`src/rtl/hbr_pkg.sv`:
```
package hbr_pkg;
  localparam int HBR_WORDS    = 28;
  localparam int IDX_PWRON    = 0;
  localparam int IDX_GENCFG   = 1;
  localparam int IDX_IODEV    = 2;
  localparam int IDX_DRAMCFG  = 3;
  localparam int IDX_WINMAP   = 4;
  localparam int IDX_GPIO_DAT = 7;
  localparam int IDX_GPIO_DIR = 8;
  localparam int IDX_EN_SET   = 12;
  localparam int IDX_EN_CLR   = 13;
  localparam int IDX_EN       = 14;
  localparam int IDX_ISR      = 15;
  localparam int IDX_DQ       = 26;
  localparam int IDX_MEMSZ    = 27;
  localparam int GEN_RST_BIT  = 2;

  function automatic logic [31:0] hbr_rst_val(input int idx);
    case (idx)
      IDX_PWRON:    return 32'h0000_0C40;
      IDX_GENCFG:   return 32'h0000_1384;
      IDX_IODEV:    return 32'h2BFF_8010;
      IDX_DRAMCFG:  return 32'h255E_0091;
      IDX_WINMAP:   return 32'h0000_6140;
      IDX_GPIO_DAT: return 32'h0000_01FF;
      IDX_GPIO_DIR: return 32'h0000_01FF;
      IDX_DQ:       return 32'h0000_0008;
      IDX_MEMSZ:    return 32'h1000_0000;
      default:      return 32'h0000_0000;
    endcase
  endfunction
endpackage

```
`src/rtl/hbr_addr_dec.sv`:
```
module hbr_addr_dec #(
  parameter int ADDR_W    = 12,
  parameter int WIN_BASE  = 'h100,
  parameter int NUM_WORDS = 28,
  parameter int IDX_W     = 5
) (
  input  logic [ADDR_W-1:0] addr,
  output logic              hit,
  output logic [IDX_W-1:0]  idx
);
  localparam int WIN_END = WIN_BASE + 4 * NUM_WORDS;

  logic [ADDR_W-1:0] offs;
  logic              above, below;

  assign offs  = addr - ADDR_W'(WIN_BASE);
  assign above = ({1'b0, addr} >= (ADDR_W+1)'(WIN_BASE));
  assign below = ({1'b0, addr} <  (ADDR_W+1)'(WIN_END));
  assign hit   = above && below && (addr[1:0] == 2'b00);
  assign idx   = offs[IDX_W+1:2];
endmodule

```
`src/rtl/hbr_inten_unit.sv`:
```
module hbr_inten_unit #(
  parameter int DATA_W = 32
) (
  input  logic              clk,
  input  logic              rst_n,
  input  logic              set_we,
  input  logic              clr_we,
  input  logic [DATA_W-1:0] wdata,
  output logic [DATA_W-1:0] en
);
  always_ff @(posedge clk) begin
    if (!rst_n)      en <= '0;
    else if (set_we) en <= en | wdata;
    else if (clr_we) en <= en & ~wdata;
  end


  en_set_or_chk: assert property (@(posedge clk) disable iff (!rst_n)
    set_we |=> ((en & $past(wdata)) == $past(wdata)));

  en_clr_bits_chk: assert property (@(posedge clk) disable iff (!rst_n)
    clr_we |=> ((en & $past(wdata)) == '0));

  en_hold_chk: assert property (@(posedge clk) disable iff (!rst_n)
    (!set_we && !clr_we) |=> $stable(en));
endmodule

```
`src/rtl/hbr_reg_array.sv`:
```
module hbr_reg_array
  import hbr_pkg::*;
#(
  parameter int DATA_W    = 32,
  parameter int NUM_WORDS = HBR_WORDS,
  parameter int IDX_W     = 5
) (
  input  logic                             clk,
  input  logic                             rst_n,
  input  logic                             we,
  input  logic [IDX_W-1:0]                 idx,
  input  logic [DATA_W-1:0]                wdata,
  input  logic [DATA_W-1:0]                en_val,
  output logic [NUM_WORDS-1:0][DATA_W-1:0] words
);
  for (genvar i = 0; i < NUM_WORDS; i++) begin : g_word
    if (i == IDX_EN) begin : g_en
      assign words[i] = en_val;
    end else if (i == IDX_ISR) begin : g_isr
      assign words[i] = '0;
    end else begin : g_store
      logic [DATA_W-1:0] q;
      always_ff @(posedge clk) begin
        if (!rst_n)                         q <= DATA_W'(hbr_rst_val(i));
        else if (we && idx == IDX_W'(i))    q <= wdata;
      end
      assign words[i] = q;
    end
  end
endmodule

```
`src/rtl/hbr_ctrl_regs.sv`:
```
module hbr_ctrl_regs
  import hbr_pkg::*;
#(
  parameter int DATA_W    = 32,
  parameter int ADDR_W    = 12,
  parameter int WIN_BASE  = 'h100,
  parameter int NUM_WORDS = HBR_WORDS
) (
  input  logic              clk,
  input  logic              rst_n,
  input  logic [ADDR_W-1:0] acc_addr,
  input  logic              acc_wr,
  input  logic [DATA_W-1:0] acc_wdata,
  output logic [DATA_W-1:0] acc_rdata,
  output logic              soft_rst_req
);
  localparam int IDX_W = $clog2(NUM_WORDS);

  logic                             hit;
  logic [IDX_W-1:0]                 idx;
  logic                             wr_hit, set_we, clr_we, gen_we, gen_rise;
  logic [DATA_W-1:0]                en_val;
  logic [NUM_WORDS-1:0][DATA_W-1:0] words;

  hbr_addr_dec #(
    .ADDR_W(ADDR_W), .WIN_BASE(WIN_BASE), .NUM_WORDS(NUM_WORDS), .IDX_W(IDX_W)
  ) u_dec (
    .addr(acc_addr), .hit(hit), .idx(idx)
  );

  assign wr_hit = acc_wr && hit;
  assign set_we = wr_hit && (idx == IDX_W'(IDX_EN_SET));
  assign clr_we = wr_hit && (idx == IDX_W'(IDX_EN_CLR));
  assign gen_we = wr_hit && (idx == IDX_W'(IDX_GENCFG));

  hbr_inten_unit #(.DATA_W(DATA_W)) u_inten (
    .clk(clk), .rst_n(rst_n), .set_we(set_we), .clr_we(clr_we),
    .wdata(acc_wdata), .en(en_val)
  );

  hbr_reg_array #(.DATA_W(DATA_W), .NUM_WORDS(NUM_WORDS), .IDX_W(IDX_W)) u_arr (
    .clk(clk), .rst_n(rst_n), .we(wr_hit), .idx(idx), .wdata(acc_wdata),
    .en_val(en_val), .words(words)
  );

  assign gen_rise = gen_we && !words[IDX_GENCFG][GEN_RST_BIT]
                    && acc_wdata[GEN_RST_BIT];

  always_ff @(posedge clk) begin
    if (!rst_n) soft_rst_req <= 1'b0;
    else        soft_rst_req <= gen_rise;
  end

  assign acc_rdata = hit ? words[idx] : '0;


  rst_pulse_once_chk: assert property (@(posedge clk) disable iff (!rst_n)
    soft_rst_req |=> !soft_rst_req);

  rst_src_chk: assert property (@(posedge clk) disable iff (!rst_n)
    soft_rst_req |-> $past(gen_we) && !$past(words[IDX_GENCFG][GEN_RST_BIT]));

  stray_wr_chk: assert property (@(posedge clk) disable iff (!rst_n)
    (acc_wr && !hit) |=> $stable(words));

  isr_zero_chk: assert property (@(posedge clk) disable iff (!rst_n)
    words[IDX_ISR] == '0);
endmodule

```
`config.mk`:
```
export PLATFORM = sky130hd
export DESIGN_NAME = hbr_ctrl_regs
export DESIGN_NICKNAME = d
export VERILOG_FILES = /design/src/rtl/hbr_pkg.sv /design/src/rtl/hbr_addr_dec.sv /design/src/rtl/hbr_inten_unit.sv /design/src/rtl/hbr_reg_array.sv /design/src/rtl/hbr_ctrl_regs.sv
export SDC_FILE = /design/constraint.sdc
export NUM_CORES = 2
export LEC_CHECK = 0
export BUFFER_PORTS_ARGS = -buffer_cell sky130_fd_sc_hd__buf_4
export CAP_MARGIN = 20
export CORE_ASPECT_RATIO = 0.6
export CORE_MARGIN = 3
export CORE_UTILIZATION = 45
export DETAILED_ROUTE_END_ITERATION = 8
export SYNTH_ARGS = -nofsm -noshare
export SYNTH_HDL_FRONTEND = slang
export SYNTH_SLANG_ARGS = --single-unit
```
`constraint.sdc`:
```
create_clock -name clk -period 2.81 [get_ports clk]
set_clock_uncertainty 0.15 [all_clocks]
set_input_delay 0.1405 -clock clk [delete_from_list [all_inputs] [get_ports clk]]
set_output_delay 0.1405 -clock clk [all_outputs]
set_load 0.01 [all_outputs]
```
==> out/metrics.csv <==
stage,metric,value,unit
worst_hold_path,min_path_type,in2reg,
timing,fmax,366,MHz
setup_path,timing_worst_setup_path_type,reg2out,
floorplanning,boundaryPins,80,
clock_tree,cts_tree,yes,
finish,fin_nets,4504,
grt,grt_use_met1,48.2,%
finish,final_common_cell,nand2_1,
logic_synthesis,ys_warn_count,0,
routing,routed_via_density,6.24,
floorplanning,initial_core_util,46.0,%
routing,postRouteAntennaNets,0,
place,preCtsSetupSlack,0.0306,ns
clock_tree,ctsResizeCount,0,
place,place_area,43200,um^2
timing,rsz0062_at_grt,false,
logic_synthesis,ys.flop_type,dfxtp_1,
place,portBuffers,79,
clock_tree,clock_latency,0.68,ns
timing,min_period,2.73,ns
setup_path,slowest_stage,mux4_2,
clock_tree,cts_buffer_depth,3,
timing,finalMaxSlewViolations,0,
logic_synthesis,synth.largest_area_cell,dfxtp_1,
timing,worstMarginPinSlew,0.717,ns
timing,setup_slack,0.0759,ns
logic_synthesis,synth-seq-cells,865,
logic_synthesis,synth.net_count,4629,
timing,setup_tns,0,ns
routing,wirelength,154000,um
floorplanning,die_w,395,um
setup_path,start_kind,flop,
clock_tree,cts_buffers,82,
power,power.density,559,nW/um^2
grt,grt_pass1_wl,228000,um
clock_tree,clk_pin_slew,0.07,ns
finish,drive_above_1_share,14.1,%
place,dp_hpwl,89200,um
power,p_total,25.9,mW
logic_synthesis,ys_types,56,
power,ir_drop,0.453,mV
finish,fin_util,52.3,%
grt,first_global_vias,33300,
logic_synthesis,async_reset_ff_share,0,%
setup_path,r2r_start,u_arr.g_word[3].g_store.q[4]$_SDFFE_PN1P_,
routing,dr.first_iter.drc_count,4462,
timing,final_hold_viol_count,0,
routing,drc,0,
grt,antenna_found_initial,9,
floorplanning,core,88700,um^2
timing,fin_crit_sh,97.3,%
setup_path,max_stage_delay,0.47,ns
setup_path,crit_fanout,2,
grt,overflow,0,
power,power_leakage,15.9,nW
setup_path,worstPathArrival,2.44,ns
place,gp_congestion,0.833,
timing,slew_headroom,52.2,%
timing,setup_viol,0,
finish,final_cell_mix,"nand2_1, dfxtp_1, a21boi_0",
logic_synthesis,syn_avg_cell_area,8.91,um^2
setup_path,critPathLaunch,u_arr.g_word[4].g_store.q[22]$_SDFFE_PN0P_,
logic_synthesis,ys_seq_area_share,42.4,%
setup_path,worstRegToRegCells,3,
floorplanning,die-area,94400,um^2
setup_path,rr_endpoint,u_arr.g_word[3].g_store.q[4]$_SDFFE_PN1P_,
grt,busiest_layer,met1,
clock_tree,cts-root-buf,clkbuf_16,
setup_path,cp-endpoint,acc_rdata[22],
routing,dr.pass1.iters,5,
logic_synthesis,synth_top_cells_by_area,"dfxtp_1, a21boi_0, mux4_2",
floorplanning,rows,84,
grt,met3_usage,7.94,%
finish,post-route-cell-area,46400,um^2
logic_synthesis,netlist_instances,4582,
setup_path,r2r_setup_slack,1.48,ns
setup_path,worstPathCellList,"mux4_2, nand2_1, and3_1, o21ai_0, buf_4",
clock_tree,cts_sinks,865,
grt,grt_max_degree,120,
finish,fillers,8079,
routing,vias,35800,
floorplanning,dieHeight,239,um
routing,wl_per_cell,26.8,um
grt,grt_usage,31.8,%
logic_synthesis,synth.top_cell.area_share,42.4,%
job,drv_cap,0,
logic_synthesis,synthesis.area,40800,um^2
run_status,outcome,"complete, no violations",
logic_synthesis,synth_edf_count,0,
setup_path,required,2.52,ns
finish,synthToLayoutAreaGrowth,13.7,%
clock_tree,htreeDepth,3,
setup_path,end_kind,primary output,
grt,grt_use_met2,44.5,%
[cell type report]
type | count | area, um^2 | share of cell area, %
multi-input combinational | 3141 | 21200 | 45.7
timing repair buffer | 332 | 3410 | 7.36
antenna | 3 | 7.51 | 0.0162
clock buffer | 117 | 2400 | 5.17
tap | 1204 | 1510 | 3.25
sequential | 865 | 17300 | 37.3
clock inverter | 31 | 430 | 0.928
inverter | 35 | 131 | 0.283
[flip-flops by register name, summed over array words and instances, names as in the netlist, named ones only]
signal,flops
u_arr.g_word.g_store.q,832
soft_rst_req,1
[Yosys cell counts, drive strengths merged, types with 2 or more instances]
cell / number
a21boi: 747
a21o: 62
a22oi: 31
and2: 3
and3: 34
and3b: 2
and4: 6
and4b: 2
buf: 154
clkbuf: 387
dfxtp: 865
inv: 34
mux2: 2
mux2i: 163
mux4: 158
nand2: 905
nand2b: 3
nand3: 412
nand4: 14
nor2: 11
nor2b: 66
nor3: 5
nor3b: 4
nor4: 9
nor4b: 2
nor4bb: 6
o2111ai: 30
o211ai: 32
o21ai: 383
o221ai: 32
or2: 2
or3b: 2
or4: 3
[worst min-delay path by stage]
stage               cells past startpoint                                     endpoint  slack, ns                                   startpoint
floorplan                               1                      soft_rst_req$_SDFF_PN0_       0.26    u_arr.g_word[1].g_store.q[2]$_SDFFE_PN1P_
global placement                        2  u_arr.g_word[26].g_store.q[24]$_SDFFE_PN0P_       0.28  u_arr.g_word[26].g_store.q[24]$_SDFFE_PN0P_
detailed placement                      2   u_arr.g_word[26].g_store.q[4]$_SDFFE_PN0P_       0.29   u_arr.g_word[26].g_store.q[4]$_SDFFE_PN0P_
CTS                                     6  u_arr.g_word[17].g_store.q[29]$_SDFFE_PN0P_       0.01                                  acc_addr[0]
global route                            5   u_arr.g_word[24].g_store.q[3]$_SDFFE_PN0P_       0.02                                       acc_wr
finish                                  5   u_arr.g_word[24].g_store.q[3]$_SDFFE_PN0P_       0.03                                       acc_wr
[metrics by stage]
step	hold WS (ns)	instances
floorplan	0.258	4582
global placement	0.283	5542
detailed placement	0.290	5542
CTS	0.0119	5724
global route	0.0162	5725
finish	0.0294	5728
[per-layer routing]
layer  wire [um]  up-vias
li1            -    15800
met1       69900    17700
met2       62500     1964
met3       17200      250
met4        4100        4
met5          28        -
[where the power goes]
| part | internal, mW | switching [mW] |
|---|---|---|
| Sequential | 12.3 | 0.000660 |
| Combinational | 0.614 | 1.08 |
| Clock | 6.80 | 5.18 |
[timing repair]
| item | in CTS | in global routing |
|---|---|---|
| hold buffers | 34 | 0 |
| hold endpoints to repair | 865 | 0 |
| buffers inserted | 0 | 0 |
| setup endpoints to repair | 0 | 0 |
[critical path: cells and delay by family, from the launching register on]
kind	cells	cell delay (ns)
buffers and inverters	1	0.23
muxes	1	0.47
AOI/OAI and AO/OA	1	0.29
and+or+nand+nor	2	0.48
DFF	1	0.32
[kinds of logic after synthesis]
family	share of synthesized area [%]
AND/OR/NAND/NOR	16.6
flip-flops	42.4
multiplexers	12.8
buffers and inverters	6.01
AO/OA/AOI/OAI	22.2
Power figures use the tool's default switching activity.
